--- src/rtl/err_irq_ctrl.sv ---
module err_irq_ctrl #(
  parameter int N_SRC  = 11,
  parameter int ADDR_W = 4
) (
  input  logic              clk,
  input  logic              rst_n,
  input  logic [N_SRC-1:0]  hw_err,
  input  logic [7:0]        ecc_sram_num,
  input  logic [7:0]        ecc_sram_addr,
  input  logic              reg_wr,
  input  logic [ADDR_W-1:0] reg_addr,
  input  logic [31:0]       reg_wdata,
  output logic [31:0]       reg_rdata,
  output logic              irq_ce,
  output logic              irq_nfe,
  output logic              irq_fe,
  output logic              master_halt
);
  localparam int MBIT = 1;
  localparam int SHUT = 14;
  localparam logic [ADDR_W-1:0] A_SRC  = ADDR_W'(0);
  localparam logic [ADDR_W-1:0] A_MASK = ADDR_W'(1);
  localparam logic [ADDR_W-1:0] A_SET  = ADDR_W'(2);
  localparam logic [ADDR_W-1:0] A_STAT = ADDR_W'(3);
  localparam logic [ADDR_W-1:0] A_CE   = ADDR_W'(4);
  localparam logic [ADDR_W-1:0] A_NFE  = ADDR_W'(5);
  localparam logic [ADDR_W-1:0] A_FE   = ADDR_W'(6);
  localparam logic [ADDR_W-1:0] A_CTRL = ADDR_W'(7);
  localparam logic [ADDR_W-1:0] A_ECC  = ADDR_W'(8);

  logic [N_SRC-1:0] src_q, mask_q, ce_q, nfe_q, fe_q;
  logic [31:0]      ctrl_q;
  logic [15:0]      ecc_info_q;
  logic             halt_q;

  logic [N_SRC-1:0] set_v, clr_v, status;
  logic [31:0]      ctrl_d;
  logic             m_event;

  assign set_v   = (reg_wr && reg_addr == A_SET) ? reg_wdata[N_SRC-1:0] : '0;
  assign clr_v   = (reg_wr && reg_addr == A_SRC) ? reg_wdata[N_SRC-1:0] : '0;
  assign ctrl_d  = (reg_wr && reg_addr == A_CTRL) ? reg_wdata : ctrl_q;
  assign m_event = hw_err[MBIT] | set_v[MBIT];
  assign status  = src_q & ~mask_q;

  always_ff @(posedge clk or negedge rst_n) begin
    if (!rst_n) begin
      src_q      <= '0;
      mask_q     <= '1;
      ce_q       <= '0;
      nfe_q      <= '0;
      fe_q       <= '0;
      ctrl_q     <= '0;
      ecc_info_q <= '0;
      halt_q     <= 1'b0;
    end else begin
      src_q  <= (src_q & ~clr_v) | hw_err | set_v;
      ctrl_q <= ctrl_d;
      halt_q <= ctrl_d[SHUT] & (halt_q | m_event);
      if (m_event && !src_q[MBIT])
        ecc_info_q <= {ecc_sram_addr, ecc_sram_num};
      if (reg_wr) begin
        case (reg_addr)
          A_MASK:  mask_q <= reg_wdata[N_SRC-1:0];
          A_CE:    ce_q   <= reg_wdata[N_SRC-1:0];
          A_NFE:   nfe_q  <= reg_wdata[N_SRC-1:0];
          A_FE:    fe_q   <= reg_wdata[N_SRC-1:0];
          default: ;
        endcase
      end
    end
  end

  always_comb begin
    case (reg_addr)
      A_SRC:   reg_rdata = 32'(src_q);
      A_MASK:  reg_rdata = 32'(mask_q);
      A_STAT:  reg_rdata = 32'(status);
      A_CE:    reg_rdata = 32'(ce_q);
      A_NFE:   reg_rdata = 32'(nfe_q);
      A_FE:    reg_rdata = 32'(fe_q);
      A_CTRL:  reg_rdata = ctrl_q;
      A_ECC:   reg_rdata = {ecc_info_q, 16'h0000};
      default: reg_rdata = '0;
    endcase
  end

  assign irq_ce      = |(status & ce_q);
  assign irq_nfe     = |(status & nfe_q);
  assign irq_fe      = |(status & fe_q);
  assign master_halt = halt_q;
endmodule

--- config.mk ---
export PLATFORM = sky130hd
export DESIGN_NAME = err_irq_ctrl
export DESIGN_NICKNAME = d
export VERILOG_FILES = /design/src/rtl/err_irq_ctrl.sv
export SDC_FILE = /design/constraint.sdc
export NUM_CORES = 1
export LEC_CHECK = 0
export ABC_CLOCK_PERIOD_IN_PS = 1800
export BUFFER_PORTS_ARGS = -buffer_cell sky130_fd_sc_hd__buf_4
export CAP_MARGIN = 20
export CORE_ASPECT_RATIO = 1.4
export CORE_MARGIN = 3
export CORE_UTILIZATION = 35
export CTS_CLUSTER_SIZE = 30
export DETAILED_ROUTE_END_ITERATION = 12
export PLACE_DENSITY = 0.53
export RECOVER_POWER = 50
export SKIP_LAST_GASP = 1
export SYNTH_ARGS = -nofsm -noshare
export SYNTH_HDL_FRONTEND = slang
export SYNTH_SLANG_ARGS = --single-unit
--- constraint.sdc ---
create_clock -name clk -period 1.8 [get_ports clk]
set_input_delay 0.18 -clock clk [delete_from_list [all_inputs] [get_ports clk]]
set_output_delay 0.18 -clock clk [all_outputs]
set_load 0.01 [all_outputs]
Yosys cells after proc, flatten, opt, wreduce, memory -nomap -nowiden. Index checks and enable logic that the tools add are counted.

Bitwise operators: 12. Shifts and indexed selects: 0. Divide/modulo/power cells: 0. Eq/ne operators: 8. $mul: 0. Add/subtract/negate cells: 0. Multiplexer cells: 4. Reductions and logical operators: 13. $lt $le $gt $ge: 0.

Operators with widths (count): one-hot mux 32 bit (8 select lines) (1); bitwise AND 11 bit (5); OR reduction 11 bit (3); 2-to-1 mux 11 bit (2); NOT 11 bit (2); bitwise OR 11 bit (2); == test 4 x 3 -> 1 bit, second input constant (4); 2-to-1 mux 15 bit (1); == test 4 x 2 -> 1 bit, second input constant (2); AND reduction 2 bit (4); == test 4 x 1 -> 1 bit, second input constant (1); == test 4 bit, second input constant (1); logical AND 1 bit (4); zero test 4 bit (1); bitwise OR 1 bit (2); bitwise AND 1 bit (1); zero test 1 bit (1).

Word-level logic and storage cells: 46. Bits in writable memories: 0. Bits in latches: 0. Input bits: 66. Output and inout port bits: 36. Memories: 0. ROM bits: 0. Register bits after elaboration: 104.

Longest topological paths before layout. Gate-level depths: netlist (run 1).

Depth after elaboration: 7. Gate-level depth with buffers: 7. Mapped depth without buffers: 4.

Worst setup path before layout (run 1). No wires, ideal clock.

Path type: in2out. From: input reg_addr[1]. To: output reg_rdata[17]. Setup slack: 0.257 ns. Required time: 1.620 ns. Arrival: 1.363 ns. Path buffers: 3. Stages on the path: 6. Path through: buf_6 -> or2_1 -> buf_6 -> nor3b_2 -> buf_2 -> a22o_1.

Cells in the longest elaborated chain, start to end: 2. Elaborated cells between the ends (all ways): 9. Classes of those cells: eq/ne: 7; mux: 1; reduce/logical: 1.

Ends and longest elaborated chain: start: declaration (RTL line 11) `input logic [ADDR_W-1:0] reg_addr,`; == test 4 bit, or another cell as far along (RTL line 75) `case (reg_addr)`; one-hot mux 32 bit (8 select lines) * (RTL line 75); end: declaration (RTL line 13) `output logic [31:0] reg_rdata,`.

Mark *: on every way between the ends. The rest lies on a longest branch, timed or not.

Final worst setup path (run 1).
From: register mask_q[2]. To: output irq_nfe.

Cells in the longest elaborated chain, start to end: 4.

Ends and longest elaborated chain: start: declaration (RTL line 31) `logic [N_SRC-1:0] src_q, mask_q, ce_q, nfe_q, fe_q;`; start signal: assignment (RTL line 64) `A_MASK: mask_q <= reg_wdata[N_SRC-1:0];`; NOT 11 bit (RTL line 44) `assign status = src_q & ~mask_q;`; bitwise AND 11 bit (RTL line 44); bitwise AND 11 bit (RTL line 89) `assign irq_nfe = |(status & nfe_q);`; OR reduction 11 bit (RTL line 89); end: declaration (RTL line 15) `output logic irq_nfe,`.

Every way passes these cells.

==> out/metrics.yaml, run 1 <==
timing:
  skew_ns: 0.00689
  drv_slew: 0
  fmax_mhz: 494
  relSlewSlack_pct: 3.61
  min_period_over_period_pct: 113
  max_slew.worst_pin.slew_ns: 1.45
  hold_viol_final: 0
  min_period_ns: 2.03
  setup_violations: 6
  rsz0062_at_grt: "yes"
  fin_ws_ns: -0.226
  holdWs_ns: 0.0170
status:
  violations: "negative setup slack"
  outcome: "finished, violations left"
min_path:
  hold_path.class: "input pin to register"
  min_to: "src_q[4]"
  min_path_cells: 2
  hold_path.startpoint: "hw_err[4]"
logic_synthesis:
  async_flop_share_pct: 100
  syn_nets: 473
  synth-seq-cells: 104
  ys_seq_area_share_pct: 50.5
  avgSynthCellArea_sq_um: 12.7
  syn-cell-area_sq_um: 5180
  yosys_warnings: 0
  ys_types: 47
  syn-instance-count: 407
  synth_edf_count: 0
  synth_top_flop_cell: "dfrtp_1"
detailed_routing:
  via_count: 3851
  first_iter_violations: 193
  via_per_inst: 5.28
  wl_per_cell_um: 20.3
  drt_wl_total_mm: 14.8
  ant_nets: 0
  drc: 0
  dr.pass1.iters: 4
global_routing:
  grt_pass1_wl_mm: 23.6
  busiest_layer: "met2"
  antenna_found_initial: 0
  grt.met1_usage_pct: 22.8
  grtUsageTotal_pct: 19.1
  grt_max_degree: 105
  grt_pass1_vias: 4169
  grtUsageMet2_pct: 33.2
  met3_usage_pct: 5.18
  grt-ovfl-total: 0
cells_and_area:
  area_growth_pct: 30.5
  layout.nets: 602
  diodes: 0
  final_cell_mix: "126 x buf_4, 93 x dfrtp_1, 89 x mux2_2, 23 x nand2_1, 19 x a22o_1"
  multiInputGateArea_sq_um: 2480
  layout_commonest_cell: "buf_4"
  drive_gt1_share_pct: 52.3
  fill_cells: 1352
  ff_latch_area_sq_um: 2620
  final_area_sq_um: 6760
  layout.cells.non_filler: 730
setup_path:
  critPathKind: "register to output pin"
  critPathLaunchType: "register"
  ff2ff_setup_slack_ns: 0.42
  crit_arrival_ns: 1.85
  reg2reg_to: "ecc_info_q[9]"
  cp-end-kind: "output pin"
  crit_fanout: 4
  cp.required_ns: 1.62
  worstReg2RegStart: "src_q[1]"
  reg2reg_depth: 4
power_and_ir_drop:
  ir_drop_mv: 0.427
  fin_total_pwr_mw: 6.76
  leakage_nw: 3.02
  power.density_nw_per_um2: 1000
placed_design:
  place_area_sq_um: 6370
  placed_cells: 708
  dp_hpwl_mm: 10.8
  numPortBuffers: 101
  gp_congestion: 0.850
  place_ws_ns: 0.0103
cts:
  clock_latency_ns: 0.36
  max-clock-path-buffers: 2
  clockRootBuffer: "clkbuf_16"
  clk_pin_slew_ns: 0.07
  cts.sinks: 104
  cts_made_buffers: 9
  htreeDepth: 3
  cts_tree: "done"
floorplanning:
  die_area_sq_um: 16300
  core_sq_um: 14500
  placementRows: 52
  ios: 102
  die_y_um: 150
  start_util_pct: 35.7
  die_w_um: 109
job:
  maxCapViolations: 0
## area by class of cell
class | count | share of cell area [%]
Clock inverter | 7 | 0.999
Inverter | 6 | 0.333
Sequential cell | 104 | 38.7
Tap cell | 189 | 3.50
Timing Repair Buffer | 142 | 16.5
Clock buffer | 9 | 3.33
Multi-Input combinational cell | 273 | 36.6
## synthesized netlist by cell type (all sizes together) (3+ instances only)
cell type | instances | area share (%)
a2111oi | 3 | 0.51
a21oi | 7 | 0.68
a221o | 10 | 1.9
a22o | 19 | 3.2
a31oi | 3 | 0.36
a32oi | 4 | 0.68
and2 | 8 | 0.97
and3b | 5 | 0.85
buf | 17 | 2.2
clkbuf | 7 | 0.51
dfrtp | 93 | 45
dfstp | 11 | 5.6
inv | 5 | 0.36
mux2 | 99 | 22
mux2i | 5 | 0.97
mux4 | 4 | 1.7
nand2 | 23 | 1.7
nand3 | 12 | 1.2
nand3b | 9 | 1.3
nor2 | 10 | 0.72
nor2b | 11 | 1.3
nor3 | 3 | 0.29
o21ai | 9 | 0.87
## worst max-delay path, stage by stage, from the launching register on
cell,delay [ns]
dfstp_2,0.55
and3b_1,0.18
a2111oi_2,0.33
and3_1,0.20
nand2_1,0.08
buf_6,0.15
## stage by stage
| step | setup TNS, ns | utilization, % |
|---|---|---|
| 2_1_floorplan | 0 | - |
| 3_3_place_gp | -0.103 | 43.9 |
| 3_5_place_dp | 0 | 43.9 |
| 4_1_cts | -1.01 | 46.4 |
| 5_1_grt | -22.29 | 46.6 |
| 6_report | -0.929 | 46.6 |
## timing repair
item                       in CTS  in global routing
hold endpoints to repair       93                  0
setup endpoints to repair       8                 10
pin swaps                       4                  6
buffers inserted                4                  1
gates resized for setup        12                 13
hold buffers                    1                  0
## worst max path at each step
| stage | start | endpoint | cells past startpoint |
|---|---|---|---|
| 5_1_grt | mask_q[2] | irq_nfe | 5 |
| 3_5_place_dp | mask_q[10] | irq_fe | 5 |
| 3_3_place_gp | mask_q[10] | irq_fe | 5 |
| 4_1_cts | mask_q[2] | irq_nfe | 5 |
| 6_report | mask_q[2] | irq_nfe | 5 |
| 2_1_floorplan | reg_addr[1] | reg_rdata[17] | 6 |
## state kept, by name, indices dropped and copies added, names as in the netlist
name / cells
ce_q: 11
mask_q: 11
ctrl_q: 32
master_halt: 1
nfe_q: 11
ecc_info_q: 16
fe_q: 11
src_q: 11
## cell families after synthesis
family	share of synthesized area, %
AND/OR/NAND/NOR	10.1
flip-flops	50.5
multiplexers	24.9
AO/OA/AOI/OAI	11.3
buffers and inverters	3.16
## power breakdown
part	switching, mW	total, mW	internal (mW)	leakage (nW)
registers	0.358	3.22	2.87	1.22
logic	0.632	1.58	0.950	1.65
clock network	0.972	1.96	0.984	0.148
total	1.96	6.76	4.80	3.02
## routing by layer
layer	vias up	wire length (um)
met5	-	0
met4	0	289
met3	20	873
met2	117	7610
met1	1921	6010
li1	1793	-
Power figures use the tool's default switching activity.
==> run 2, diff against run 1 <==
- SETUP_SLACK_MARGIN: unset -> 0.1
==> run 2 against run 1 <==
Effect of this change:
- the flow still finishes with violations (negative setup slack)
- clock-buffer cell count unchanged
- wire length up 0.76%
- flip-flop and latch count unchanged
- clock skew about the same
- maximum frequency up 0.20%
- via count up 0.83%
- power up 0.87%
- critical path depth unchanged
- final area up 1.1%
- worst hold slack about the same
- critical path type unchanged
- largest power group unchanged
==> out/metrics.yaml, run 2 (synthesis results as in run 1) <==
status:
  outcome: "finished, violations left"
  violations: "negative setup slack"
cells_and_area:
  drive_gt1_share_pct: 53.7  # +1.4 points
  diodes: 0  # unchanged
  layout_commonest_cell: "buf_4"
  layout.nets: 605  # +0.50%
  largest_register_ffs: 32  # unchanged
  regMostFlops: "ctrl_q"
  fin_util_pct: 47.1  # +0.49 points
  area_growth_pct: 31.9
  layout.cells.non_filler: 733  # +0.41%
  final_cell_mix: "127 x buf_4, 93 x dfrtp_1, 87 x mux2_2, 23 x nand2_1, 19 x a22o_1"
  reg_top3: "ctrl_q: 32 flops, ecc_info_q: 16 flops"
floorplanning:
  placementRows: 52  # unchanged
  die_area_sq_um: 16300  # unchanged
  start_util_pct: 35.7  # unchanged
  core_sq_um: 14500  # unchanged
  die_y_um: 150  # unchanged
  ios: 102  # unchanged
  die_w_um: 109  # unchanged
placed_design:
  place_ws_ns: 0.0103  # unchanged
  gp_congestion: 0.850  # unchanged
  numPortBuffers: 101  # unchanged
  placed_cells: 708  # unchanged
  dp_hpwl_mm: 10.8  # unchanged
cts:
  htreeDepth: 3  # unchanged
  cts_tree: "done"
  max-clock-path-buffers: 2  # unchanged
  clk_pin_slew_ns: 0.07  # about the same
  clockRootBuffer: "clkbuf_16"
  cts.sinks: 104  # unchanged
  clock_latency_ns: 0.36  # about the same
  cts_made_buffers: 9  # unchanged
timing:
  skew_ns: 0.00736  # +0.000474 ns
  fin_ws_ns: -0.222  # +0.00403 ns
  hold_viol_final: 0  # unchanged
  max_slew.worst_pin.slew_ns: 1.44  # -0.00608 ns
  min_period_ns: 2.02  # -0.00403 ns
  drv_slew: 0  # unchanged
  min_period_over_period_pct: 112  # -0.22 points
  setup_violations: 6  # unchanged
  holdWs_ns: 0.0171  # +0.000128 ns
  fmax_mhz: 495  # +0.20%
  relSlewSlack_pct: 4.01  # +0.41 points
  rsz0062_at_grt: "yes"
detailed_routing:
  wl_met1_mm: 6.05  # +0.67%
  drt_wl_total_mm: 14.9  # +0.76%
  wl_per_cell_um: 20.3  # +0.35%
  first_iter_violations: 206  # +6.7%
  dr.pass1.iters: 5  # +1
  drc: 0  # unchanged
  via_per_inst: 5.30  # +0.42%
  ant_nets: 0  # unchanged
  routed-wl-met2_mm: 7.76  # +2.0%
  topRoutingLayerUsed: "met4"
  wl_met3_um: 822  # -5.8%
  via_count: 3883  # +0.83%
setup_path:
  crit_arrival_ns: 1.84  # about the same
  cp-end-kind: "output pin"
  crit_fanout: 4  # unchanged
  slowest_delay_ns: 0.55  # about the same
  cp_num_buf_inv: 1  # unchanged
  cp.required_ns: 1.62  # about the same
  critPathLaunchType: "register"
  cp_top_family: "flip-flops"
  crit_slowest_cell: "dfstp_2"
  path_cells: "and3b_1, a2111oi_2, and3_1, nand2_1, buf_6"
  critPathKind: "register to output pin"
global_routing:
  antenna_found_initial: 0  # unchanged
  grt_max_degree: 105  # unchanged
  grtUsageTotal_pct: 19.1  # about the same
  grt-ovfl-total: 0  # unchanged
  grt_pass1_wl_mm: 23.6  # about the same
  grt_pass1_vias: 4172  # +0.072%
power_and_ir_drop:
  leakage_nw: 3.06  # +1.3%
  fin_total_pwr_mw: 6.82  # +0.87%
  power.density_nw_per_um2: 998  # -0.18%
  ir_drop_mv: 0.427  # +0.16%
min_path:
  hold_path.class: "input pin to register"
job:
  maxCapViolations: 0  # unchanged
==> run 2: cell types whose count changed in the layout (fill, tap and decap cells not counted), moves of 2 or more <==
cell     change
buf_6        +2
mux2_2       -2
mux2_4       +2
o21ai_0      -2
==> run 2: worst paths after layout <==
kind | start | endpoint | slack, ns | cells past startpoint
min reg2reg | ctrl_q[6] | ctrl_q[6] | 0.50 | 1
max reg2reg | src_q[1] | ecc_info_q[9] | 0.41 | 4
max in group asynchronous | rst_n | ce_q[1] | 0.07 | 3
max | mask_q[2] | irq_nfe | -0.22 | 5
min | hw_err[4] | src_q[4] | 0.02 | 2
min in group asynchronous | rst_n | nfe_q[9] | 0.82 | 3
==> run 2: worst reg2reg max path, cell delays in order (launching register included) <==
cell	delay, ns
dfrtp_1	0.39
buf_4	0.14
or2_1	0.26
buf_12	0.17
mux2_4	0.32
==> run 2: final cells by class <==
| cell class | instances | area [sq um] |
|---|---|---|
| tap | 189 | 236 |
| sequential | 104 | 2620 |
| multi-input combinational | 273 | 2520 |
| timing repair buffer | 145 | 1150 |
| fill | 1349 | 7670 |
| clock buffer | 9 | 225 |
| clock inverter | 7 | 67.6 |
| inverter | 6 | 22.5 |
==> run 2: report_power, final <==
group | switching (mW) | leakage (nW) | internal (mW)
clock network | 0.973 | 0.148 | 0.984
logic | 0.652 | 1.69 | 0.984
registers | 0.361 | 1.22 | 2.87
==> run 2: per-stage QoR <==
| stage | setup TNS (ns) | cell area [sq um] |
|---|---|---|
| 4_1_cts | -1.00 | 6750 |
| 5_1_grt | -22.31 | 6830 |
| 2_1_floorplan | 0 | 5180 |
| 6_report | -0.948 | 6830 |
| 3_5_place_dp | 0 | 6370 |
| 3_3_place_gp | -0.103 | 6370 |
==> run 2: what timing repair did <==
item,in CTS,in global routing
hold endpoints to repair,93,0
resized for setup,18,19
gates cloned,0,0
pin swaps,6,14
buffers inserted,4,4
endpoints found under the setup margin,10,14
hold buffers,1,0
==> run 2: layer usage <==
| metal | up-vias | GRT usage [%] |
|---|---|---|
| met3 | 19 | 5.18 |
| li1 | 1800 | - |
| met5 | - | 0 |
| met4 | 0 | 6.13 |
| met1 | 1949 | 22.8 |
| met2 | 115 | 33.2 |
==> run 3, diff against run 2 <==
- BUFFER_PORTS_ARGS: -buffer_cell sky130_fd_sc_hd__buf_4 -> -buffer_cell sky130_fd_sc_hd__buf_2
==> run 3 against run 2 <==
Effect of this change:
- the run still ends with negative setup slack left
- final cell count rose by 1.2%
- flip-flop and latch count unchanged
- wire length up 1.1%
- sequential power hardly changed
- register-to-register slack got worse by 0.02 ns
- utilization decreased by 0.83 points
- critical path type unchanged
- critical endpoint unchanged
- largest power group unchanged
==> out/metrics.yaml, run 3 (synthesis results as in run 1) <==
status:
  outcome: "finished, violations left"
  violations: "negative setup slack"
floorplanning:
  placementRows: 52  # unchanged
  die_y_um: 150  # unchanged
  ios: 102  # unchanged
  core_sq_um: 14500  # unchanged
  die_area_sq_um: 16300  # unchanged
  start_util_pct: 35.7  # unchanged
  die_w_um: 109  # unchanged
cells_and_area:
  largest_register_ffs: 32  # unchanged
  final_cell_mix: "96 x buf_2, 91 x dfrtp_1, 88 x mux2_2, 40 x buf_4, 22 x nand2_1"
  layout_commonest_cell: "buf_2"
  area_growth_pct: 29.6
  drive_gt1_share_pct: 55.5  # +1.8 points
  layout.nets: 614  # +1.5%
  diodes: 0  # unchanged
  fin_util_pct: 46.3  # -0.83 points
  regMostFlops: "ctrl_q"
  fill_cells: 1367  # +1.3%
  reg_top3: "ctrl_q: 32 flops, ecc_info_q: 16 flops"
timing:
  relSlewSlack_pct: 42.7  # +39 points
  fmax_mhz: 498  # +0.67%
  fin_ws_ns: -0.208  # +0.0134 ns
  min_period_ns: 2.01  # -0.0134 ns
  hold_viol_final: 0  # unchanged
  max_slew.worst_pin.slew_ns: 0.859  # -0.581 ns
  setup_violations: 26  # +20
  skew_ns: 0.00703  # -0.000335 ns
  drv_slew: 0  # unchanged
  rsz0062_at_grt: "yes"
  holdWs_ns: 0.0152  # -0.00192 ns
  min_period_over_period_pct: 112  # -0.75 points
power_and_ir_drop:
  power.density_nw_per_um2: 1030  # +3.0%
  swShare_pct: 28.4  # -0.68 points
  comb_power_share_pct: 23.2  # -0.8 points
  clock_power_share_pct: 30.0  # +1.3 points
  p_int_mw: 4.94  # +2.2%
  ir_drop_mv: 0.448  # +4.8%
  seqPwrFrac_pct: 46.7  # -0.6 points
  leakage_nw: 3.05  # -0.26%
  p_sw_mw: 1.96  # -1.1%
setup_path:
  cp.required_ns: 1.62  # about the same
  cp-end-kind: "output pin"
  crit_fanout: 3  # -1
  crit_arrival_ns: 1.83  # about the same
  critPathKind: "register to output pin"
  critPathLaunchType: "register"
global_routing:
  grtUsageTotal_pct: 19.3  # +0.18 points
  antenna_found_initial: 0  # unchanged
  grt_max_degree: 39  # -63%
  grt-ovfl-total: 0  # unchanged
  grt_pass1_wl_mm: 23.7  # +0.35%
  grt_pass1_vias: 4328  # +3.7%
detailed_routing:
  wl_per_cell_um: 20.3  # -0.15%
  drc: 0  # unchanged
  drt_wl_total_mm: 15.1  # +1.1%
  via_count: 3998  # +3.0%
  via_per_inst: 5.39  # +1.7%
  ant_nets: 0  # unchanged
  first_iter_violations: 184  # -11%
  dr.pass1.iters: 5  # unchanged
cts:
  cts.sinks: 104  # unchanged
  clockRootBuffer: "clkbuf_16"
  htreeDepth: 3  # unchanged
  cts_tree: "done"
  clock_latency_ns: 0.36  # about the same
  cts_made_buffers: 9  # unchanged
  clk_pin_slew_ns: 0.07  # about the same
  max-clock-path-buffers: 2  # unchanged
placed_design:
  gp_congestion: 0.869  # +2.3%
  place_ws_ns: 0.00895  # -0.00139 ns
  dp_hpwl_mm: 11.2  # +3.5%
  numPortBuffers: 101  # unchanged
job:
  maxCapViolations: 0  # unchanged
min_path:
  hold_path.class: "input pin to register"
[run 3: cell count changes in the layout (fill, tap and decap cells not counted), moves of 3 or more]
cell   previous run  this run
buf_2             0        96
buf_4           127        40
buf_6             6         2
inv_8             4         1
[run 3: worst paths after layout]
path / startpoint / depth (start not counted) / slack (ns) / to
max: mask_q[2] / 5 / -0.21 / irq_nfe
min: hw_err[2] / 2 / 0.02 / src_q[2]
max reg2reg: src_q[1] / 4 / 0.39 / ecc_info_q[10]
min reg2reg: ctrl_q[6] / 1 / 0.51 / ctrl_q[6]
max in group asynchronous: rst_n / 3 / 0.21 / fe_q[3]
min in group asynchronous: rst_n / 2 / 0.47 / ce_q[9]
[run 3: per-layer routing]
metal | vias to the layer above | part of all wire, % | track usage (%)
li1 | 1815 | - | -
met4 | 0 | 2.8 | 9.85
met2 | 137 | 51 | 32.6
met5 | - | 0 | 0
met1 | 2018 | 41 | 23.3
met3 | 28 | 5.2 | 3.67
[run 3: worst max-delay path, cell delays in order, from the launching register on]
cell and delay, ns:
dfstp_2 0.54, and3b_1 0.20, a2111oi_4 0.32, and3_1 0.20
nand2_1 0.06, buf_2 0.16
[run 3: repair_timing]
item	CTS	global route
gates resized for setup	19	26
hold buffers	1	0
pin swaps	13	11
endpoints found under the hold margin	26	0
buffers inserted	6	2
endpoints found under the setup margin	13	34
[run 3: final cells by class]
cell class | count | area [sq um] | share of cell area (%)
Sequential cell | 104 | 2620 | 39.0
Multi-Input combinational cell | 273 | 2560 | 38.1
Timing Repair Buffer | 154 | 965 | 14.4
Clock buffer | 10 | 239 | 3.56
Tap cell | 189 | 236 | 3.52
Clock inverter | 6 | 72.6 | 1.08
Inverter | 6 | 22.5 | 0.335
[run 3: through the flow]
step	total power, mW	TNS (ns)	instance area, sq um	cells
2_1_floorplan	4.06	0	5180	407
3_3_place_gp	4.64	-0.0106	6210	717
3_5_place_dp	4.68	0	6210	717
4_1_cts	6.91	-0.919	6640	740
5_1_grt	7.27	-5.85	6710	742
6_report	6.90	-1.90	6710	742
[run 3: power groups by stage]
stage,registers (mW),logic [mW],clock network (mW)
CTS,3.21,1.55,2.15
global placement,3.24,1.39,0
floorplan,3.12,0.937,0
global route,3.29,1.74,2.23
detailed placement,3.25,1.44,0
finish,3.23,1.60,2.07
